===== config.mk =====
export PLATFORM = sky130hd
export DESIGN_NAME = rdw_capture_ctrl
export DESIGN_NICKNAME = d
export VERILOG_FILES = /design/src/rtl/rdw_pkg.sv /design/src/rtl/rdw_open_delay.sv /design/src/rtl/rdw_pair_counter.sv /design/src/rtl/rdw_ceiling_timer.sv /design/src/rtl/rdw_capture_ctrl.sv
export SDC_FILE = /design/constraint.sdc
export NUM_CORES = 1
export LEC_CHECK = 0
export ABC_AREA = 1
export CAP_MARGIN = 25
export CORE_MARGIN = 2
export CORE_UTILIZATION = 26
export CTS_BUF_LIST = sky130_fd_sc_hd__clkbuf_4 sky130_fd_sc_hd__clkbuf_8
export DETAILED_ROUTE_END_ITERATION = 6
export DONT_BUFFER_PORTS = 1
export PLACE_DENSITY_LB_ADDON = 0.12
export SLEW_MARGIN = 15
export SYNTH_ARGS = -nofsm -noshare
export SYNTH_HDL_FRONTEND = slang
export SYNTH_SLANG_ARGS = --single-unit

===== constraint.sdc =====
create_clock -name clk -period 4 [get_ports clk]
set_input_delay 0.4 -clock clk [delete_from_list [all_inputs] [get_ports clk]]
set_output_delay 0.4 -clock clk [all_outputs]
set_load 0.02 [all_outputs]

===== src/rtl/rdw_pkg.sv =====
package rdw_pkg;
  typedef enum logic [1:0] {
    ST_IDLE = 2'd0,
    ST_WAIT = 2'd1,
    ST_OPEN = 2'd2
  } rdw_state_e;
endpackage


===== src/rtl/rdw_open_delay.sv =====
module rdw_open_delay #(
  parameter int CL_W = 2
) (
  input  logic            clk,
  input  logic            rst,
  input  logic            start,
  input  logic [CL_W-1:0] cl,
  output logic            hit
);
  logic [CL_W-1:0] cnt;

  always_ff @(posedge clk) begin
    if (rst)            cnt <= '0;
    else if (start)     cnt <= cl - CL_W'(1);
    else if (cnt != '0) cnt <= cnt - CL_W'(1);
  end

  assign hit = (cnt == CL_W'(1));

  // the open strobe lasts a single cycle per start
  assert_delay_once_R3: assert property (@(posedge clk) disable iff (rst)
    (hit && !start) |=> !hit);
endmodule


===== src/rtl/rdw_pair_counter.sv =====
module rdw_pair_counter #(
  parameter int CNT_W = 4
) (
  input  logic             clk,
  input  logic             rst,
  input  logic             load,
  input  logic [CNT_W-1:0] load_val,
  input  logic             dec,
  output logic             last
);
  logic [CNT_W-1:0] left;

  always_ff @(posedge clk) begin
    if (rst)         left <= '0;
    else if (load)   left <= load_val;
    else if (dec)    left <= left - CNT_W'(1);
  end

  assign last = (left == CNT_W'(1));

  assert_no_underflow_R4: assert property (@(posedge clk) disable iff (rst)
    dec |-> (left != '0));
endmodule


===== src/rtl/rdw_ceiling_timer.sv =====
module rdw_ceiling_timer #(
  parameter int CL_W  = 2,
  localparam int TMR_W = CL_W + 1
) (
  input  logic            clk,
  input  logic            rst,
  input  logic            arm,
  input  logic            clear,
  input  logic [CL_W-1:0] cl,
  output logic            hit
);
  logic [TMR_W-1:0] cnt;

  always_ff @(posedge clk) begin
    if (rst || clear)                cnt <= '0;
    else if (arm && cnt == '0)       cnt <= TMR_W'(cl) + TMR_W'(1);
    else if (cnt > TMR_W'(1))        cnt <= cnt - TMR_W'(1);
  end

  assign hit = (cnt == TMR_W'(1));

  // once expired the timer holds until the controller clears it
  assert_hold_expired_R6: assert property (@(posedge clk) disable iff (rst)
    (hit && !clear) |=> hit);
endmodule


===== src/rtl/rdw_capture_ctrl.sv =====
module rdw_capture_ctrl
  import rdw_pkg::*;
#(
  parameter int CL_W  = 2,
  parameter int CNT_W = 4
) (
  input  logic             clk,
  input  logic             rst,
  input  logic             rd_first,
  input  logic             rd_last,
  input  logic [CL_W-1:0]  cas_lat,
  input  logic [CNT_W-1:0] rd_cmds,
  input  logic             pair_valid,
  output logic             cap_en,
  output logic             cs_release,
  output logic             busy,
  output logic             timeout
);
  localparam int AGE_W = CL_W + 2;

  rdw_state_e      state, state_nx;
  logic [CL_W-1:0] cl_q, cl_eff;
  logic            start, arm, accept, fin_ok, fin_to, done;
  logic            open_hit, ceil_hit, pair_last;
  logic            rel_q, to_q;

  assign start  = rd_first && (state == ST_IDLE);
  assign cl_eff = start ? cas_lat : cl_q;
  assign arm    = rd_last && (start || state != ST_IDLE);
  assign accept = pair_valid && (state == ST_OPEN);
  assign fin_ok = accept && pair_last;
  assign fin_to = (state == ST_OPEN) && ceil_hit && !fin_ok;
  assign done   = fin_ok || fin_to;

  rdw_open_delay #(.CL_W(CL_W)) u_open (
    .clk(clk), .rst(rst), .start(start), .cl(cas_lat), .hit(open_hit)
  );

  rdw_pair_counter #(.CNT_W(CNT_W)) u_pairs (
    .clk(clk), .rst(rst), .load(start), .load_val(rd_cmds),
    .dec(accept), .last(pair_last)
  );

  rdw_ceiling_timer #(.CL_W(CL_W)) u_ceil (
    .clk(clk), .rst(rst), .arm(arm), .clear(done), .cl(cl_eff),
    .hit(ceil_hit)
  );

  always_comb begin
    state_nx = state;
    unique case (state)
      ST_IDLE: if (start)    state_nx = ST_WAIT;
      ST_WAIT: if (open_hit) state_nx = ST_OPEN;
      ST_OPEN: if (done)     state_nx = ST_IDLE;
      default:               state_nx = ST_IDLE;
    endcase
  end

  always_ff @(posedge clk) begin
    if (rst) begin
      state <= ST_IDLE;
      cl_q  <= '0;
      rel_q <= 1'b0;
      to_q  <= 1'b0;
    end else begin
      state <= state_nx;
      if (start) cl_q <= cas_lat;
      rel_q <= done;
      to_q  <= to_q | fin_to;
    end
  end

  assign cap_en     = (state == ST_OPEN);
  assign busy       = (state != ST_IDLE);
  assign cs_release = rel_q;
  assign timeout    = to_q;

  // Checker counters: cycles since start and since the last READ pulse
  logic [AGE_W-1:0] since_start, since_last;
  logic             last_seen;

  always_ff @(posedge clk) begin
    if (rst) begin
      since_start <= '0;
      since_last  <= '0;
      last_seen   <= 1'b0;
    end else begin
      if (start) since_start <= AGE_W'(1);
      else if (busy && since_start != '1) since_start <= since_start + AGE_W'(1);
      if (arm) begin
        last_seen  <= 1'b1;
        since_last <= AGE_W'(1);
      end else if (done) begin
        last_seen  <= 1'b0;
      end else if (last_seen && since_last != '1) begin
        since_last <= since_last + AGE_W'(1);
      end
    end
  end

  assert_open_at_latency_R3: assert property (@(posedge clk) disable iff (rst)
    $rose(cap_en) |-> (since_start == AGE_W'(cl_q)));

  assert_window_ceiling_R6: assert property (@(posedge clk) disable iff (rst)
    (cap_en && last_seen) |-> (since_last <= AGE_W'(cl_q) + AGE_W'(1)));

  assert_release_after_final_R5: assert property (@(posedge clk) disable iff (rst)
    (cap_en && pair_valid && pair_last) |=> (cs_release && !cap_en && !timeout || cs_release && !cap_en && $past(timeout)));

  assert_timeout_sticky_R7: assert property (@(posedge clk) disable iff (rst)
    timeout |=> timeout);

  assert_latency_range_R2: assert property (@(posedge clk) disable iff (rst)
    start |-> (cas_lat >= CL_W'(2)));
endmodule


==> impl_metrics.toml <==
[cells_and_area]
final_core_utilization_pct = 29.8
drive_gt1_share_pct = 9.29
regArea_um2 = 300
syn_to_final_growth_pct = 7.73
antennaDiodeCount = 0
fillers = 386
multi_input_area_um2 = 519
layout.nets = 159

[worst_hold_path]
hold_start = "rst"
min_path_cells = 1
worstHoldPathType = "in -> reg"

[global_route]
overflow = 0
antenna_found_initial = 0
met1_usage_pct = 11.7
grt_max_degree = 16
grt_pass1_vias = 794
met2_usage_pct = 17.6
grt_pass1_wl_mm = 3.35
grt_util_met3_pct = 2.99
grt_most_used_layer = "met2"
grt.total_usage_pct = 10.3

[yosys]
synth-xor-area-share_pct = 0.933
synth_warnings = 0
synth_top_family_by_area = "simple AND/OR/NAND/NOR gates"
muxShareOfSynthArea_pct = 0
ys_ff_latch = 15
yosysSeqAreaShare_pct = 32.0
post-synth-top-area-cell = "dfxtp_1"
ys_top_cells_by_area = "dfxtp_1 (32%), nand2_1 (13%), inv_1 (10%), ha_1 (9.3%), nand3_1 (6.4%)"
yosys.area_share.simple_pct = 30.8
yosysUniqueCellTypes = 26
ys_top_cells_by_count = "nand2_1 (33), inv_1 (25), dfxtp_1 (15)"
syn-num-nets = 156
synth_edf_count = 0
avgSynthCellArea_um2 = 6.80
synthAdderAreaFrac_pct = 9.33
synth_compound_area_share_pct = 14.3
synth_ff_type = "dfxtp_1"
synth_top_area_share_pct = 32.0
syn-cell-area_um2 = 938
async_flop_share_pct = 0
synth_most_common_cell = "nand2_1"
synthCells = 138

[cts]
cts-resized-gates = 0
cts_root_buffer = "clkbuf_4"
holdBufCountCts = 0
clockBufferDepth = 2
cts_sinks = 15
path_clk_slew_ns = 0.10
cts_made_buffers = 3
htreeDepth = 1
clock_latency_ns = 0.29
cts_tree = "done"
post_cts_buffers = 0

[critical_path]
crit_type = "reg -> out"
startpoint_type = "flip-flop"
crit_fanout = 4
cp-startpoint = "state[0]"
rrSetupSlack_ns = 2.65
required_ns = 3.60
r2r_cells = 9
worst_setup_path_end_kind = "primary output"
rr_startpoint = "u_ceil.cnt[0]"
worst_ep_arrival_time_ns = 1.03

[sta]
setup_viol_count_final = 0
slew_violations = 0
hold_violations = 0
finalCriticalPeriod_ns = 1.43
fin_skew_ns = 0.0100
rsz0062_at_grt = "no"
max_slew_margin_pct = 83.0
fin_ws_ns = 2.57
worstMarginPinSlew_ns = 0.255
finalSetupTns_ns = 0
period_share_pct = 35.6
clock.fmax_mhz = 701

[die]
initial_core_util_pct = 27.7
die_area_um2 = 4110
row_count = 21
core_area_um2 = 3390
io_pins = 15
dieWidth_um = 64.1
die_h_um = 64.1

[detailed_routing]
drt-initial-drc-count = 61
wl_mm = 1.92
drc_errors = 0
ant_nets = 0
first_pass_iters = 4
dr_total_vias = 813
wl_per_cell_um = 10.3
viasPerCell = 4.37

[place]
dp.final_hpwl_mm = 1.56
portBuffers = 0
pre_cts_ws_ns = 2.64
gp_congestion = 0.764

[pwr]
pwr_density_cell_nw_per_um2 = 488
p_leak_nw = 0.487
totalPowerFinal_uw = 494
vdd_drop_max_mv = 0.111

[outcome]
status = "finished clean"

[run]
cap_violations = 0
[per-layer routing]
metal,vias to the layer above,wire length [µm]
met3,2,103
met5,-,0
met1,363,907
met2,13,897
li1,435,-
met4,0,15
[stage by stage]
| step | instance area [µm²] | hold WS [ns] | instances |
|---|---|---|---|
| CTS | 1010 | 0.158 | 186 |
| finish | 1010 | 0.164 | 186 |
| global route | 1010 | 0.154 | 186 |
| detailed placement | 981 | 0.451 | 182 |
| global placement | 981 | 0.450 | 182 |
| floorplan | 938 | 0.444 | 138 |
[layout by cell type, fill, tap and decap left out]
cell	count
ha_1	7
o21ai_4	1
nor2_4	1
o21ai_1	1
inv_2	1
inv_1	25
a31oi_1	2
and2_1	1
clkbuf_4	4
inv_4	1
nand3_1	12
a21oi_1	10
o211ai_1	1
nor2_1	8
o21ai_0	7
o21bai_1	1
or2_2	1
nand4_1	1
nor2_2	1
nand2_4	1
xor2_1	1
nand2_1	33
dfxtp_1	15
nand2_2	2
nand3b_1	2
[worst paths after layout]
path | endpoint
max | cap_en
min | state[0]
max reg2reg | u_ceil.cnt[0]
min reg2reg | u_pairs.left[1]
[cells by family (layout without fill, tap and decap cells)]
family                   count (synthesis)  after routing
buffers and inverters                   29             31
flip-flops                              15             15
adder cells (fa/ha/maj)                  7              7
AND/OR/NAND/NOR                         63             63
XOR/XNOR                                 1              1
AO/OA/AOI/OAI                           23             23
[where the power goes]
group          internal [mW]  switching, mW
Combinational         0.0792          0.126
Clock                 0.0455         0.0510
Sequential             0.176         0.0160
Total                  0.301          0.193
[flip-flops by register name, indices dropped and copies added, names as in the netlist]
signal,flops
cl_q,2
state,2
timeout,1
u_ceil.cnt,3
cs_release,1
u_pairs.left,4
u_open.cnt,2
[worst max-delay path, stage by stage, from the launching register on]
cell	delay, ns
dfxtp_1	0.43
inv_1	0.06
nand2_1	0.10
inv_1	0.15
[cell type report]
cell class              instances  share of cell area (%)
inverters                      27                    10.3
multi-input cells              94                    51.4
flip-flops and latches         15                    29.7
clock buffers                   4                    2.97
well taps                      46                    5.69
Note: power is estimated with default switching activity, not from simulation.
